### config.mk
export PLATFORM = sky130hd
export DESIGN_NAME = cip_pipe
export DESIGN_NICKNAME = d
export VERILOG_FILES = /design/src/rtl/cip_pkg.sv /design/src/rtl/cip_div_step.sv /design/src/rtl/cip_wb.sv /design/src/rtl/cip_pipe.sv
export SDC_FILE = /design/constraint.sdc
export NUM_CORES = 2
export LEC_CHECK = 0
export BUFFER_PORTS_ARGS = -buffer_cell sky130_fd_sc_hd__buf_2
export CAP_MARGIN = 0
export CORE_MARGIN = 1.5
export CORE_UTILIZATION = 29
export CTS_BUF_LIST = sky130_fd_sc_hd__clkbuf_4 sky130_fd_sc_hd__clkbuf_8
export DETAILED_ROUTE_END_ITERATION = 8
export GPL_ROUTABILITY_DRIVEN = 0
export REMOVE_ABC_BUFFERS = 1
export SKIP_CTS_REPAIR_TIMING = 1
export SLEW_MARGIN = 5
export SYNTH_ARGS = -nofsm -noshare
export SYNTH_HDL_FRONTEND = slang
export SYNTH_SLANG_ARGS = --single-unit
### constraint.sdc
create_clock -name clk -period 12.94 [get_ports clk]
set_input_delay 1.941 -clock clk [delete_from_list [all_inputs] [get_ports clk]]
set_output_delay 1.941 -clock clk [all_outputs]
set_load 0.05 [all_outputs]
### src/rtl/cip_pkg.sv
package cip_pkg;
    typedef enum logic [2:0] {
        OP_ADD   = 3'd0,
        OP_MULLO = 3'd1,
        OP_MULHU = 3'd2,
        OP_MULHS = 3'd3,
        OP_MAC   = 3'd4,
        OP_DIV   = 3'd5,
        OP_SPR   = 3'd6,
        OP_ADD2  = 3'd7
    } op_e;
endpackage

### src/rtl/cip_div_step.sv
module cip_div_step #(
    parameter int W = 32
) (
    input  logic [W-1:0] rem_i,
    input  logic [W-1:0] quo_i,
    input  logic [W-1:0] dvs_i,
    output logic [W-1:0] rem_o,
    output logic [W-1:0] quo_o
);
    logic [W:0] shifted;
    logic [W:0] diff;

    always_comb begin
        shifted = {rem_i, quo_i[W-1]};
        diff    = shifted - {1'b0, dvs_i};
        if (!diff[W]) begin
            rem_o = diff[W-1:0];
            quo_o = {quo_i[W-2:0], 1'b1};
        end else begin
            rem_o = shifted[W-1:0];
            quo_o = {quo_i[W-2:0], 1'b0};
        end
    end
endmodule

### src/rtl/cip_wb.sv
module cip_wb
    import cip_pkg::*;
#(
    parameter int W       = 32,
    parameter int TAG_W   = 5,
    parameter int SPR_CYC = 3
) (
    input  logic             clk,
    input  logic             rst_n,
    input  logic             load,
    input  op_e              ld_op,
    input  logic [TAG_W-1:0] ld_tag,
    input  logic [W-1:0]     ld_a,
    input  logic [W-1:0]     ld_b,
    input  logic [W-1:0]     ld_c,
    output logic             free,
    output logic             busy_valid,
    output op_e              busy_op,
    output logic             res_valid,
    output logic [TAG_W-1:0] res_tag,
    output logic [W-1:0]     res_data
);
    localparam int CNT_W = $clog2(W + SPR_CYC + 1);
    localparam logic [CNT_W-1:0] DIV_CNT = CNT_W'(W);
    localparam logic [CNT_W-1:0] SPR_CNT = CNT_W'(SPR_CYC - 1);

    typedef struct packed {
        logic             valid;
        op_e              op;
        logic [TAG_W-1:0] tag;
        logic [W-1:0]     a;
        logic [W-1:0]     b;
        logic [W-1:0]     c;
        logic [CNT_W-1:0] cnt;
    } wb_t;

    wb_t wb_d, wb_q;
    logic [W-1:0]   rem_nx, quo_nx;
    logic [2*W-1:0] prod_u, prod_s;
    logic           done;

    cip_div_step #(.W(W)) u_step (
        .rem_i(wb_q.c), .quo_i(wb_q.a), .dvs_i(wb_q.b),
        .rem_o(rem_nx), .quo_o(quo_nx)
    );

    always_comb begin
        wb_d = wb_q;
        done = wb_q.valid && (wb_q.cnt == '0);
        if (wb_q.valid && wb_q.cnt != '0) begin
            wb_d.cnt = wb_q.cnt - 1'b1;
            if (wb_q.op == OP_DIV) begin
                wb_d.c = rem_nx;
                wb_d.a = quo_nx;
            end
        end else if (done) begin
            wb_d.valid = 1'b0;
        end
        if (load) begin
            wb_d.valid = 1'b1;
            wb_d.op    = ld_op;
            wb_d.tag   = ld_tag;
            wb_d.a     = ld_a;
            wb_d.b     = ld_b;
            wb_d.c     = (ld_op == OP_DIV) ? '0 : ld_c;
            wb_d.cnt   = (ld_op == OP_DIV) ? DIV_CNT :
                         (ld_op == OP_SPR) ? SPR_CNT : '0;
        end
    end

    always_comb begin
        prod_u = {{W{1'b0}}, wb_q.a} * {{W{1'b0}}, wb_q.b};
        prod_s = {{W{wb_q.a[W-1]}}, wb_q.a} * {{W{wb_q.b[W-1]}}, wb_q.b};
        unique case (wb_q.op)
            OP_MULLO: res_data = prod_u[W-1:0];
            OP_MULHU: res_data = prod_u[2*W-1:W];
            OP_MULHS: res_data = prod_s[2*W-1:W];
            OP_MAC:   res_data = prod_u[W-1:0] + wb_q.c;
            OP_DIV:   res_data = wb_q.a;
            OP_SPR:   res_data = wb_q.a;
            default:  res_data = wb_q.c;
        endcase
    end

    assign free       = !wb_q.valid || done;
    assign res_valid  = done;
    assign res_tag    = wb_q.tag;
    assign busy_valid = wb_q.valid;
    assign busy_op    = wb_q.op;

    always_ff @(posedge clk or negedge rst_n) begin
        if (!rst_n) wb_q <= '0;
        else        wb_q <= wb_d;
    end
endmodule

### src/rtl/cip_pipe.sv
module cip_pipe
    import cip_pkg::*;
#(
    parameter int W       = 32,
    parameter int TAG_W   = 5,
    parameter int SPR_CYC = 3
) (
    input  logic             clk,
    input  logic             rst_n,
    input  logic             in_valid,
    input  logic [2:0]       in_op,
    input  logic [TAG_W-1:0] in_tag,
    input  logic [W-1:0]     in_a,
    input  logic [W-1:0]     in_b,
    output logic             in_ready,
    input  logic             acc_rdy,
    input  logic [W-1:0]     acc_data,
    output logic             fwd_valid,
    output logic [TAG_W-1:0] fwd_tag,
    output logic [W-1:0]     fwd_data,
    output logic             res_valid,
    output logic [TAG_W-1:0] res_tag,
    output logic [W-1:0]     res_data
);
    typedef struct packed {
        logic             valid;
        op_e              op;
        logic [TAG_W-1:0] tag;
        logic [W-1:0]     a;
        logic [W-1:0]     b;
        logic [W-1:0]     c;
    } stg_t;

    typedef struct packed {
        stg_t             rf;
        stg_t             x1;
        stg_t             x2;
        logic             fv;
        logic [TAG_W-1:0] ftag;
        logic [W-1:0]     fdata;
    } st_t;

    st_t  st_d, st_q;
    logic wb_free, x2_go, x1_go, rf_go, x1_simple;
    logic wb_valid;
    op_e  wb_op;
    logic ex1_valid, ex2_valid;
    op_e  ex1_op;
    logic [TAG_W-1:0] ex2_tag;

    always_comb begin
        st_d      = st_q;
        x1_simple = (st_q.x1.op == OP_ADD) || (st_q.x1.op == OP_ADD2);
        x2_go     = st_q.x2.valid && wb_free;
        x1_go     = st_q.x1.valid && (!st_q.x2.valid || wb_free) &&
                    (st_q.x1.op != OP_MAC || acc_rdy);
        rf_go     = st_q.rf.valid && (!st_q.x1.valid || x1_go);
        in_ready  = !st_q.rf.valid || rf_go;

        if (x2_go) st_d.x2.valid = 1'b0;
        if (x1_go) begin
            st_d.x2 = st_q.x1;
            if (x1_simple)                st_d.x2.c = st_q.x1.a + st_q.x1.b;
            else if (st_q.x1.op == OP_MAC) st_d.x2.c = acc_data;
            st_d.x1.valid = 1'b0;
        end
        if (rf_go) begin
            st_d.x1       = st_q.rf;
            st_d.rf.valid = 1'b0;
        end
        if (in_valid && in_ready) begin
            st_d.rf.valid = 1'b1;
            st_d.rf.op    = op_e'(in_op);
            st_d.rf.tag   = in_tag;
            st_d.rf.a     = in_a;
            st_d.rf.b     = in_b;
            st_d.rf.c     = '0;
        end
        st_d.fv    = x1_go && x1_simple;
        st_d.ftag  = st_q.x1.tag;
        st_d.fdata = st_q.x1.a + st_q.x1.b;
    end

    always_ff @(posedge clk or negedge rst_n) begin
        if (!rst_n) st_q <= '0;
        else        st_q <= st_d;
    end

    cip_wb #(.W(W), .TAG_W(TAG_W), .SPR_CYC(SPR_CYC)) u_wb (
        .clk(clk), .rst_n(rst_n), .load(x2_go),
        .ld_op(st_q.x2.op), .ld_tag(st_q.x2.tag),
        .ld_a(st_q.x2.a), .ld_b(st_q.x2.b), .ld_c(st_q.x2.c),
        .free(wb_free), .busy_valid(wb_valid), .busy_op(wb_op),
        .res_valid(res_valid), .res_tag(res_tag), .res_data(res_data)
    );

    assign fwd_valid = st_q.fv;
    assign fwd_tag   = st_q.ftag;
    assign fwd_data  = st_q.fdata;
    assign ex1_valid = st_q.x1.valid;
    assign ex1_op    = st_q.x1.op;
    assign ex2_valid = st_q.x2.valid;
    assign ex2_tag   = st_q.x2.tag;
endmodule

After elaboration in Yosys (flattened, before gate mapping)
Index checks and enable logic that the tools add are counted.
- bits in registers: 400
- input bits: 108
- output and inout port bits: 77
- add/subtract/negate cells: 4
- multiply operators: 2
- eq/ne operators: 12
- multiplexer cells: 21
- reductions and logical operators: 30
- operators with widths (cell ; number):
    105-bit two-way mux ; 3
    32-bit two-way mux ; 7
    32-bit case mux with 5 select lines ; 1
    32-bit by 32-bit multiplier with 64-bit output ; 2
    111-bit two-way mux ; 1
    32-bit adder ; 2
    38-bit two-way mux ; 1
    33-bit by 32-bit subtractor with 33-bit output ; 1
    3-bit equality test (second input constant) ; 7
    2-bit nonzero test ; 6
    1-bit logical AND ; 8
    3-bit by 2-bit equality test with 1-bit output (second input constant) ; 2
    6-bit logical NOT ; 1
    1-bit logical OR ; 6
    1-bit two-way mux ; 6
    6-bit two-way mux ; 1
    6-bit nonzero test ; 1
    6-bit by 1-bit subtractor with 6-bit output (second input constant) ; 1
    1-bit logical NOT ; 4
    2-bit AND reduction ; 2
    3-bit by 1-bit equality test with 1-bit output (second input constant) ; 1
    3-bit logical NOT ; 1
    3-bit inequality test (second input constant) ; 1
    2-bit two-way mux ; 1
    2 further kinds ; 2

Logic depth before layout (Yosys ltp)
- depth after elaboration: 11
- depth in mapped cells: 36
- depth with buffers taken out: 34

Cells and area by module
Synthesis repeated with hierarchy kept, for this count alone.
- cell total of the unflattened synthesis: 7936
- area, all modules: 74132.3 um^2
- by module, submodules not included (module ; times used ; cells an instance ; area an instance (um^2) ; sequential area each (um^2)):
    cip_wb ; 1 ; 6548 ; 59091.7 ; 2777.7
    cip_pipe ; 1 ; 1052 ; 12449.4 ; 7231.9
    cip_div_step ; 1 ; 336 ; 2591.2 ; 0.0

Least setup slack after synthesis
No wires, ideal clock.
- kind: register -> output
- start: reg u_wb.wb_q[101] (netlist bit)
- end: out res_data[30]
- arrival time: 8972 ps
- path slack: 2027 ps
- cell stages (with the launch flop): 29
- path through: dfrtp_1 clkbuf_1 clkinv_1 clkbuf_1 nor2_1 fa_1 fa_1 fa_1 fa_1 fa_1 inv_1 fa_1 inv_1 fa_1 inv_1 fa_1 inv_1 ha_1 and3_1 a221o_1 a21oi_1 nand2_1 o21a_1 buf_6 a21o_1 a221oi_1 xor2_1 o32a_1 a31oi_1
- longest elaborated chain between the ends: 2
- elaborated cells between the ends (all ways): 3
- RTL lines (element ; RTL line ; text):
    start: declaration ; cip_wb.sv:37 ; wb_t wb_d, wb_q;
    start signal: assignment ; cip_wb.sv:93 ; else wb_q <= wb_d;
    32-bit by 32-bit multiplier with 64-bit output, on equally long branches ; cip_wb.sv:73, cip_wb.sv:72 ;
    32-bit case mux with 5 select lines (*) ; cip_wb.sv:74 ; unique case (wb_q.op)
    end: declaration ; cip_pipe.sv:23 ; output logic [W-1:0] res_data
Every way passes the cells marked *; elsewhere a longest branch is shown, timed or not.

Final worst setup path
- start: reg u_wb.wb_q[76] (netlist bit)
- end: out res_data[31]
- longest elaborated chain between the ends: 3
- elaborated cells between the ends (all ways): 4
- RTL lines (element ; RTL line ; text):
    32-bit by 32-bit multiplier with 64-bit output ; cip_wb.sv:72 ; prod_u = {{W{1'b0}}, wb_q.a} * {{W{1'b0}}, wb_q.b};
    32-bit adder ; cip_wb.sv:78 ; OP_MAC: res_data = prod_u[W-1:0] + wb_q.c;
    32-bit case mux with 5 select lines (*) ; cip_wb.sv:74 ;
Marks and branches as above.

==> impl_metrics.py <==
metrics = {
    "worst_setup_path": {
        "cp_data_required_time_ns": 11.00,
        "critPathKind": "reg -> out",
        "arrival_ns": 10.73,
        "cpPeakStageDelay_ns": 0.69,
        "start_kind": "flip-flop",
        "cp_common_cell": "fa_1",
        "critPathSlowestCell": "dfrtp_1",
        "cp_max_fo": 24,
        "endpoint_kind": "output pin",
    },
    "floorplanning": {
        "fp.dieW_um": 504,
        "start_util_pct": 29.2,
        "num_io_pins": 185,
        "core_area_mm2": 0.249,
        "die_h_um": 504,
        "die-area_mm2": 0.254,
        "rows": 183,
    },
    "routing": {
        "dr_total_vias": 55000,
        "drt_pass1_iterations": 8,
        "initialDrtViolationCount": 4098,
        "drcViolationCount": 0,
        "viasPerCell": 4.90,
        "wl_per_cell_um": 20.5,
        "antenna_left": 0,
        "postRouteWirelength_um": 230000,
    },
    "timing": {
        "finalCritPeriodShare_pct": 97.9,
        "worst_pin_slew_ns": 1.25,
        "final-setup-viol-count": 0,
        "fin_setup_tns_ns": 0,
        "finalHoldViolCount": 0,
        "fin_skew_ns": 0.0407,
        "slew_violations": 0,
        "fmax_mhz": 78.9,
        "rsz0062_at_grt": "false",
        "maxSlewHeadroom_pct": 16.6,
        "hold_ws_ns": 0.391,
        "min_period_ns": 12.67,
    },
    "run_status": {
        "outcome": "complete, no violations",
    },
    "synth": {
        "async_flop_share_pct": 100,
        "synth.avg_cell_area_um2": 9.26,
        "ys.flop_type": "dfrtp_1",
        "syn_area_mm2": 0.0727,
        "synth.largest_area_cell": "fa_1",
        "synthTopCellsByArea": "fa_1, dfrtp_1, inv_1",
        "synth-seq-area-share_pct": 13.8,
        "ys_warn_count": 0,
        "synth_edf_count": 0,
        "synth_top_area_share_pct": 40.6,
        "synth_cells": 7849,
        "yosysUniqueCellTypes": 85,
        "synth-seq-cells": 400,
    },
    "finish": {
        "syn2layout_area_growth_pct": 8.62,
        "drive_gt1_share_pct": 8.40,
        "finalNetCount": 9893,
        "fin_cells": 11200,
    },
    "global_routing": {
        "grt_pass1_wl_um": 360000,
        "grt_max_degree": 161,
        "grt_pass1_vias": 59700,
        "antenna_found_initial": 15,
        "grt_overflow": 0,
        "track_usage_pct": 18.5,
    },
    "clock_network": {
        "clock_sinks": 400,
        "cts_buffers": 75,
        "clock_latency_ns": 0.67,
        "cts_tree": "yes",
        "clk_pin_slew_worst_paths_ns": 0.07,
        "clk_path_buf_depth": 3,
        "root_buffer": "clkbuf_8",
        "h-tree-depth": 3,
    },
    "placed_design": {
        "place_inst": 11100,
        "portBuffers": 184,
        "hpwlAfterDp_um": 192000,
    },
    "worst_hold_path": {
        "hold_path_class": "reg -> reg",
    },
    "flow_run": {
        "maxCapViolCount": 0,
    },
}
synth_stat cells, types with 8 or more instances:
master    instances
a211oi_1         42
a21o_1          121
a21oi_1         250
a221o_1          37
a221oi_1         12
a22oi_1          12
a31oi_1          38
a41oi_1          10
and2_1          392
and3_1           49
buf_4            42
clkbuf_1        365
dfrtp_1         400
fa_1           1474
ha_1            481
inv_1          1769
mux2_2          145
mux2i_1           8
nand2_1        1068
nand2b_1         56
nand3_1          46
nand4_1          31
nor2_1          249
nor2b_1          25
nor3_1           37
nor3b_1           8
o211ai_1         17
o21a_1           40
o21ai_0         179
o21ai_1          35
o21bai_1         22
o22ai_1          48
o31ai_1          10
or3_1            14
xnor2_1         121
xor2_1           53
final cells by class:
type	count	area [um2]
clock buffer	113	1460
sequential	400	10000
multi-input combinational	5262	54400
inverter	1772	6650
fill	25900	170000
timing repair buffer	319	1980
antenna	7	17.5
tap	3330	4170
clock inverter	23	230
layer usage:
metal / share of wire, % / GRT usage, %
met4: 5.1 / 7.74
met2: 46 / 29.8
met3: 7.9 / 3.32
met5: 0.047 / 0
met1: 41 / 24.3
path summary, 6_finish.rpt:
check / from / endpoint / slack, ns / cells past startpoint
max: u_wb.wb_q[76] / res_data[31] / 0.27 / 32
min in group asynchronous: rst_n / fwd_data[31] / 1.30 / 1
max in group asynchronous: rst_n / st_q[319] / 9.19 / 3
min reg2reg: st_d[34] / fwd_tag[2] / 0.39 / 0
min: st_d[34] / fwd_tag[2] / 0.39 / 0
max reg2reg: u_wb.wb_q[101] / u_wb.wb_q[32] / 7.86 / 15
worst max-delay path, delay by kind of cell, from the launching register on:
family	cells	cell delay, ns
compound gates	8	1.58
xor+xnor	2	0.62
fa+ha+maj	10	4.90
buf+inv	7	0.96
flops	1	0.69
simple gates	5	1.24
kinds of logic after synthesis:
group           count (synthesis)  share of synthesized area, %
compound gates                968                          8.66
xor+xnor                      174                          2.10
fa+ha+maj                    1955                          48.9
buf+inv                      2187                          11.5
flops                         400                          13.8
mux                           153                          2.36
simple gates                 2012                          12.7
registers in the layout, indices dropped and copies added, names as in the netlist:
| name | flops |
|---|---|
| st_q | 236 |
| u_wb.wb_q | 102 |
| fwd_data | 32 |
| ex2_tag | 5 |
| fwd_tag | 5 |
| st_d | 5 |
| u_wb.res_tag | 5 |
| ex1_op | 3 |
| u_wb.busy_op | 3 |
| ex1_valid | 1 |
| ex2_valid | 1 |
| fwd_valid | 1 |
| u_wb.busy_valid | 1 |
stage by stage:
| step | setup slack [ns] | cell area (um2) | util (%) |
|---|---|---|---|
| final | 0.273 | 79000 | 31.7 |
| after global routing | 0.00309 | 78900 | 31.7 |
| after CTS | 0.110 | 78900 | 31.7 |
| after detailed placement | 0.877 | 77200 | 31.0 |
| after floorplan | 1.98 | 71000 | - |
| after global placement | 0.937 | 77200 | 31.0 |
cells in the final DEF, fill, tap and decap left out, types with 14 or more instances in the layout:
| cell type | n |
|---|---|
| inv_1 | 1769 |
| fa_1 | 1474 |
| nand2_1 | 1064 |
| ha_1 | 481 |
| and2_1 | 391 |
| dfrtp_1 | 376 |
| a21oi_1 | 248 |
| nor2_1 | 247 |
| buf_2 | 183 |
| o21ai_0 | 178 |
| mux2_2 | 145 |
| buf_4 | 132 |
| a21o_1 | 121 |
| xnor2_1 | 121 |
| clkbuf_8 | 97 |
| nand2b_1 | 55 |
| xor2_1 | 52 |
| and3_1 | 49 |
| o22ai_1 | 48 |
| nand3_1 | 46 |
| a211oi_1 | 41 |
| o21a_1 | 40 |
| a31oi_1 | 37 |
| a221o_1 | 37 |
| o21ai_1 | 36 |
| nor3_1 | 35 |
| nand4_1 | 31 |
| nor2b_1 | 25 |
| dfrtp_2 | 24 |
| o21bai_1 | 22 |
| o211ai_1 | 17 |
| clkbuf_4 | 16 |
| or3_1 | 14 |
Power is not shown: default switching activity piles up to over one toggle a cycle in this logic, so the estimate is an artifact.
